$ cat src/rtl/sync_pwm_pair_pkg.sv
// Package: shared constants for the synchronized PWM timer pair.
// Assumes channel bit 0 is the period (master) channel and bit 1 the duty (slave) channel.
package sync_pwm_pair_pkg;
    localparam int NUM_CH    = 2;
    localparam int CH_PERIOD = 0;
    localparam int CH_DUTY   = 1;
endpackage

$ cat src/rtl/pwm_data_regs.sv
// Module: period/duty data registers with optional buffered reload.
// Holding registers always capture writes. In direct mode the working
// registers are written at once. In buffered mode both working registers
// copy the holding registers together on a commit (period channel count start).
// The values to load on a commit are presented combinationally.
module pwm_data_regs #(
    parameter int CNT_W = 16
) (
    input  logic             clk,
    input  logic             rst_n,
    input  logic             reload_en,
    input  logic             commit,
    input  logic             wr_period,
    input  logic [CNT_W-1:0] period_data,
    input  logic             wr_duty,
    input  logic [CNT_W-1:0] duty_data,
    output logic [CNT_W-1:0] period_load,
    output logic [CNT_W-1:0] duty_load
);
    logic [CNT_W-1:0] per_hold, duty_hold;
    logic [CNT_W-1:0] per_work, duty_work;

    // Holding registers: capture every write.
    always_ff @(posedge clk) begin
        if (!rst_n) begin
            per_hold  <= '0;
            duty_hold <= '0;
        end else begin
            if (wr_period) per_hold  <= period_data;
            if (wr_duty)   duty_hold <= duty_data;
        end
    end

    // Working registers: direct write, or a joint copy on commit when buffered.
    always_ff @(posedge clk) begin
        if (!rst_n) begin
            per_work  <= '0;
            duty_work <= '0;
        end else if (reload_en) begin
            if (commit) begin
                per_work  <= per_hold;
                duty_work <= duty_hold;
            end
        end else begin
            if (wr_period) per_work  <= period_data;
            if (wr_duty)   duty_work <= duty_data;
        end
    end

    // Load values: a buffered commit uses the holding copies this cycle.
    always_comb begin
        period_load = reload_en ? per_hold  : per_work;
        duty_load   = reload_en ? duty_hold : duty_work;
    end
endmodule

$ cat src/rtl/pwm_period_ch.sv
// Module: period (master) channel, an interval down-counter.
// A software start loads the counter and fires a period event at once.
// While running, a tick at count zero reloads the counter and fires an event.
// Stop beats start. Assumes load_val is valid in the cycle the event fires.
module pwm_period_ch #(
    parameter int CNT_W = 16
) (
    input  logic             clk,
    input  logic             rst_n,
    input  logic             tick,
    input  logic             start,
    input  logic             stop,
    input  logic [CNT_W-1:0] load_val,
    output logic             evt,
    output logic             running,
    output logic             irq
);
    logic [CNT_W-1:0] cnt;

    // Period event: software start or a counted pass through zero.
    always_comb begin
        evt = !stop && (start || (running && tick && (cnt == '0)));
    end

    // Counter and run flag.
    always_ff @(posedge clk) begin
        if (!rst_n) begin
            cnt     <= '0;
            running <= 1'b0;
        end else if (stop) begin
            running <= 1'b0;
        end else if (evt) begin
            cnt     <= load_val;
            running <= 1'b1;
        end else if (running && tick) begin
            cnt <= cnt - 1'b1;
        end
    end

    // Interrupt: registered copy of the period event.
    always_ff @(posedge clk) begin
        if (!rst_n) irq <= 1'b0;
        else        irq <= evt;
    end
endmodule

$ cat src/rtl/pwm_duty_ch.sv
// Module: duty (slave) channel, a one-count down-counter that drives the output.
// It is armed by its start bit and cleared by its stop bit. An armed channel
// restarts on every trigger, even mid-count. A restart beats the end of count.
// Any stop (kill) drops the output at once.
module pwm_duty_ch #(
    parameter int CNT_W = 16
) (
    input  logic             clk,
    input  logic             rst_n,
    input  logic             tick,
    input  logic             arm_set,
    input  logic             arm_clr,
    input  logic             kill,
    input  logic             trig,
    input  logic [CNT_W-1:0] load_val,
    output logic             armed,
    output logic             busy,
    output logic             irq
);
    logic [CNT_W-1:0] cnt;
    logic             trig_ok;

    // Trigger accepted when armed now or armed in the same cycle.
    always_comb begin
        trig_ok = trig && (armed || arm_set) && !arm_clr && !kill;
    end

    // Arm flag: stop wins over start.
    always_ff @(posedge clk) begin
        if (!rst_n)       armed <= 1'b0;
        else if (arm_clr) armed <= 1'b0;
        else if (arm_set) armed <= 1'b1;
    end

    // One-count sequence: load, count ticks, end with an interrupt at zero.
    always_ff @(posedge clk) begin
        if (!rst_n) begin
            cnt  <= '0;
            busy <= 1'b0;
            irq  <= 1'b0;
        end else begin
            irq <= 1'b0;
            if (kill) begin
                busy <= 1'b0;
            end else if (trig_ok) begin
                cnt  <= load_val;
                busy <= 1'b1;
            end else if (busy && tick) begin
                if (cnt == '0) begin
                    busy <= 1'b0;
                    irq  <= 1'b1;
                end else begin
                    cnt <= cnt - 1'b1;
                end
            end
        end
    end
endmodule

$ cat src/rtl/sync_pwm_pair.sv
// Module: top of the synchronized PWM timer pair.
// The period channel's event loads both counters and, in buffered mode,
// commits both data registers. The duty channel's busy state is the PWM pin.
// Assumes tick is a one-clock-wide enable from a shared prescaler.
module sync_pwm_pair
    import sync_pwm_pair_pkg::*;
#(
    parameter int CNT_W = 16
) (
    input  logic              clk,
    input  logic              rst_n,
    input  logic              tick,
    input  logic [NUM_CH-1:0] start_req,
    input  logic [NUM_CH-1:0] stop_req,
    input  logic              reload_en,
    input  logic              wr_period,
    input  logic [CNT_W-1:0]  period_data,
    input  logic              wr_duty,
    input  logic [CNT_W-1:0]  duty_data,
    output logic              pwm_out,
    output logic              irq_master,
    output logic              irq_slave,
    output logic [NUM_CH-1:0] run_stat
);
    logic             per_evt;
    logic             per_run;
    logic             duty_armed;
    logic             duty_busy;
    logic             any_stop;
    logic [CNT_W-1:0] period_load;
    logic [CNT_W-1:0] duty_load;

    // Any stop strobe holds the output low.
    always_comb any_stop = |stop_req;

    pwm_data_regs #(.CNT_W(CNT_W)) u_regs (
        .clk         (clk),
        .rst_n       (rst_n),
        .reload_en   (reload_en),
        .commit      (per_evt),
        .wr_period   (wr_period),
        .period_data (period_data),
        .wr_duty     (wr_duty),
        .duty_data   (duty_data),
        .period_load (period_load),
        .duty_load   (duty_load)
    );

    pwm_period_ch #(.CNT_W(CNT_W)) u_period (
        .clk      (clk),
        .rst_n    (rst_n),
        .tick     (tick),
        .start    (start_req[CH_PERIOD]),
        .stop     (stop_req[CH_PERIOD]),
        .load_val (period_load),
        .evt      (per_evt),
        .running  (per_run),
        .irq      (irq_master)
    );

    pwm_duty_ch #(.CNT_W(CNT_W)) u_duty (
        .clk      (clk),
        .rst_n    (rst_n),
        .tick     (tick),
        .arm_set  (start_req[CH_DUTY]),
        .arm_clr  (stop_req[CH_DUTY]),
        .kill     (any_stop),
        .trig     (per_evt),
        .load_val (duty_load),
        .armed    (duty_armed),
        .busy     (duty_busy),
        .irq      (irq_slave)
    );

    // Output and status wiring.
    always_comb begin
        pwm_out            = duty_busy;
        run_stat[CH_PERIOD] = per_run;
        run_stat[CH_DUTY]   = duty_armed;
    end
endmodule

$ cat config.mk
export PLATFORM = sky130hd
export DESIGN_NAME = sync_pwm_pair
export DESIGN_NICKNAME = d
export VERILOG_FILES = /design/src/rtl/sync_pwm_pair_pkg.sv /design/src/rtl/pwm_data_regs.sv /design/src/rtl/pwm_period_ch.sv /design/src/rtl/pwm_duty_ch.sv /design/src/rtl/sync_pwm_pair.sv
export SDC_FILE = /design/constraint.sdc
export NUM_CORES = 1
export LEC_CHECK = 0
export BUFFER_PORTS_ARGS = -buffer_cell sky130_fd_sc_hd__buf_2
export CAP_MARGIN = 40
export CELL_PAD_IN_SITES_DETAIL_PLACEMENT = 0
export CELL_PAD_IN_SITES_GLOBAL_PLACEMENT = 1
export CORE_UTILIZATION = 46
export DETAILED_ROUTE_END_ITERATION = 12
export PLACE_DENSITY = 0.79
export SYNTH_ARGS = -nofsm -noshare
export SYNTH_HDL_FRONTEND = slang
export SYNTH_SLANG_ARGS = --single-unit
$ cat constraint.sdc
create_clock -name clk -period 2.7 [get_ports clk]
set_input_delay 0.54 -clock clk [delete_from_list [all_inputs] [get_ports clk]]
set_output_delay 0.54 -clock clk [all_outputs]
set_load 0.01 [all_outputs]
==> reports/metrics.yaml <==
outcome:
  status: "finished clean"
global_route:
  grt_pass1_vias: 3983
  grtUsageMet2_pct: 31.84
  overflow: 0
  busiest_layer: "met1"
  gr-usage-all-layers_pct: 21.87
  grt_max_degree: 63
  antenna_found_initial: 0
  met3_usage_pct: 4.742
  met1_usage_pct: 32.18
  grt_pass1_wl_um: 19660
detailed_routing:
  drt_iter0_markers: 197
  route.detailed.drc: 0
  ant_nets: 0
  drt_wl_total_um: 11810
  first_pass_iters: 4
  vias: 4127
  avgViaCountPerCell: 5.653
  wl_per_cell_um: 16.18
synthesis:
  synth-seq-cells: 101
  yosys.area_share.simple_pct: 16.16
  syn_avg_cell_area_um2: 9.264
  yosys.area_share.adder_pct: 0.7380
  muxShareOfSynthArea_pct: 19.09
  syn_area_um2: 5086
  synthFlopType: "dfxtp_1"
  synth_edf_count: 0
  synth_area_leaders: "dfxtp_1 (40%), mux2i_1 (17%), a21oi_1 (4.6%)"
  syn_nets: 594
  synth_top_family_by_area: "multiplexers"
  synth.top_cell.area_share_pct: 39.75
  yosysTopAreaCell: "dfxtp_1"
  seq_area_frac_synth_pct: 39.75
  syn_inst: 549
  synth_compound_area_share_pct: 16.38
  ys_types: 56
  async_flop_share_pct: 0
  synth_xor_area_share_pct: 3.444
  synth_warnings: 0
timing:
  min_period_ns: 2.357
  setup_violations: 0
  rsz0062_at_grt: "no"
  clock.fmax_ghz: 0.4242
  hold_viol: 0
  maxSlewHeadroom_pct: 55.66
  maxSlewViolCount: 0
  finalSetupTns_ns: 0
  worst_pin_slew_ns: 0.6651
  finalClockSkew_ns: 0.007654
  period_share_pct: 87.31
pwr:
  p_per_area_nw_per_um2: 557.7
  ir_drop_mv: 0.2719
  leakage_nw: 2.530
  finalPower_mw: 3.167
clock_tree:
  cts_inserted_buffers: 9
  clock_latency_ns: 0.37
  cts_sinks: 101
  cts_resized: 0
  ctsRootBufferMaster: "clkbuf_8"
  post_cts_buffers: 0
  cts_buffer_depth: 2
  cts_tree: "done"
  path_clk_slew_ns: 0.09
  htreeDepth: 3
  cts_hold_buf: 0
worst_setup_path:
  cp_data_arrival_time_ns: 2.65
  reg2reg_from: "u_period.cnt[7]"
  crit_required_ns: 2.99
  critPathLaunchType: "register"
  critPathKind: "reg2reg"
  cp_max_fo: 32
  r2r-end: "u_duty.cnt[12]"
  end_kind: "register"
  reg2regPathDepth: 7
  rrSetupSlack_ns: 0.34
floorplan:
  rows: 38
  core_um2: 10790
  die-area_um2: 11480
  die_h_um: 107.2
  die_w_um: 107.2
  start_util_pct: 47.12
  io_pins: 47
placement:
  gp_congestion: 0.8253
  dp_hpwl_um: 8051
  dp.cells: 716
  io_buffers: 46
final_layout:
  nets: 632
  multiInputGateArea_um2: 2839
  drive_gt1_share_pct: 16.44
  fin_cells: 730
  ff_latch_area_um2: 2022
  diodes: 0
  syn_to_final_growth_pct: 11.66
  fill_cells: 1000
hold_path:
  holdCritStartpoint: "stop_req[1]"
  whs_endpoint: "u_duty.busy"
  worstHoldPathType: "in2reg"
  hold_depth: 2
run:
  maxCapViolations: 0
-- logic make-up (layout without fill, tap and decap cells) --
family          count (synthesis)  in the layout
simple gates                  155            155
compound gates                127            127
flops                         101            101
mux                            96             96
buf+inv                        47             88
xor+xnor                       20             20
fa+ha+maj                       3              3
-- how the worst max path moves through the flow --
stage                          from                    to  depth (start not counted)
floorplan           u_period.cnt[7]         u_duty.cnt[6]                          7
global placement    u_period.cnt[7]        u_duty.cnt[12]                          7
detailed placement  u_period.cnt[7]        u_duty.cnt[12]                          7
CTS                 u_period.cnt[7]        u_duty.cnt[12]                          7
global route        u_period.cnt[7]  u_regs.duty_work[15]                          7
finish              u_period.cnt[7]        u_duty.cnt[12]                          7
-- per-stage QoR --
stage / instance area [µm²] / setup WS [ns] / hold slack, ns / util (%)
after global placement: 5499 / 0.4264 / 0.4491 / 50.95
after floorplan: 5086 / 0.5327 / 0.4417 / -
after global routing: 5679 / 0.2575 / 0.3899 / 52.62
after detailed placement: 5499 / 0.3746 / 0.4743 / 50.95
final: 5679 / 0.3427 / 0.3889 / 52.62
after CTS: 5679 / 0.3465 / 0.3726 / 52.62
-- report_power, final --
group          total, mW  internal, mW  switching [mW]
Clock              0.950         0.444           0.505
Combinational      0.564         0.255           0.309
Sequential          1.65          1.58          0.0695
Total               3.17          2.28           0.884
-- cell usage in the layout, fill, tap and decap left out, types with 4 or more instances in the layout --
master and count:
dfxtp_1 101, mux2i_1 88, nor2_1 49, a21oi_1 47
buf_2 45, o21ai_1 32, nand2_1 27, xnor2_1 19
buf_4 17, o211a_1 14, nand4_1 13, nor3_1 12
nor4_1 10, clkbuf_8 10, inv_1 8, a211oi_1 8
mux2_2 8, nand3_1 6, nor2b_1 6, and3_1 4
o21ai_0 4, o31a_1 4, buf_12 4
-- state kept, by name, summed over array words and instances, names as in the netlist --
| name | flops |
|---|---|
| u_regs.duty_hold | 16 |
| u_duty.cnt | 16 |
| u_duty.irq | 1 |
| u_period.running | 1 |
| u_duty.armed | 1 |
| u_regs.duty_work | 16 |
| u_regs.per_work | 16 |
| u_regs.per_hold | 16 |
| u_duty.busy | 1 |
| u_period.irq | 1 |
| u_period.cnt | 16 |
-- worst max-delay path, stage by stage (launching register included) --
cell,delay [ns]
dfxtp_1,0.37
or4_4,0.57
or4_1,0.47
buf_4,0.21
o21ai_4,0.17
buf_12,0.19
a211oi_1,0.08
a211oi_2,0.20
-- per-layer routing --
layer,up-vias,part of all wire [%]
li1,2076,-
met1,1940,52
met4,0,1.0
met3,11,5.6
met5,-,0
met2,100,41
-- Yosys cell counts (3+ instances only) --
cell and n:
nand3_1 6, o21ai_0 4, ha_1 3, and2_1 3, buf_4 8, buf_2 3
o21ai_1 32, a21oi_1 47, a211oi_1 8, nor4_1 10, nor2b_1 6, nand4_1 13
o211a_1 14, nand2_1 27, o21ai_4 3, nor3b_1 3, nor2_1 49, xnor2_1 19
or3_1 3, and3_1 4, o221ai_1 3, nor3_1 12, mux2_2 8, mux2i_1 88
buf_1 4, clkbuf_1 22, o31a_1 4, dfxtp_1 101, inv_1 8
-- final cells by class --
type | count | share of cell area, %
clock buffer | 12 | 2.556
clock inverter | 2 | 0.6169
inverter | 8 | 0.5288
multi-input combinational | 401 | 49.99
sequential | 101 | 35.60
tap | 140 | 3.084
timing repair buffer | 66 | 7.623
(Power assumes the default switching activity.)
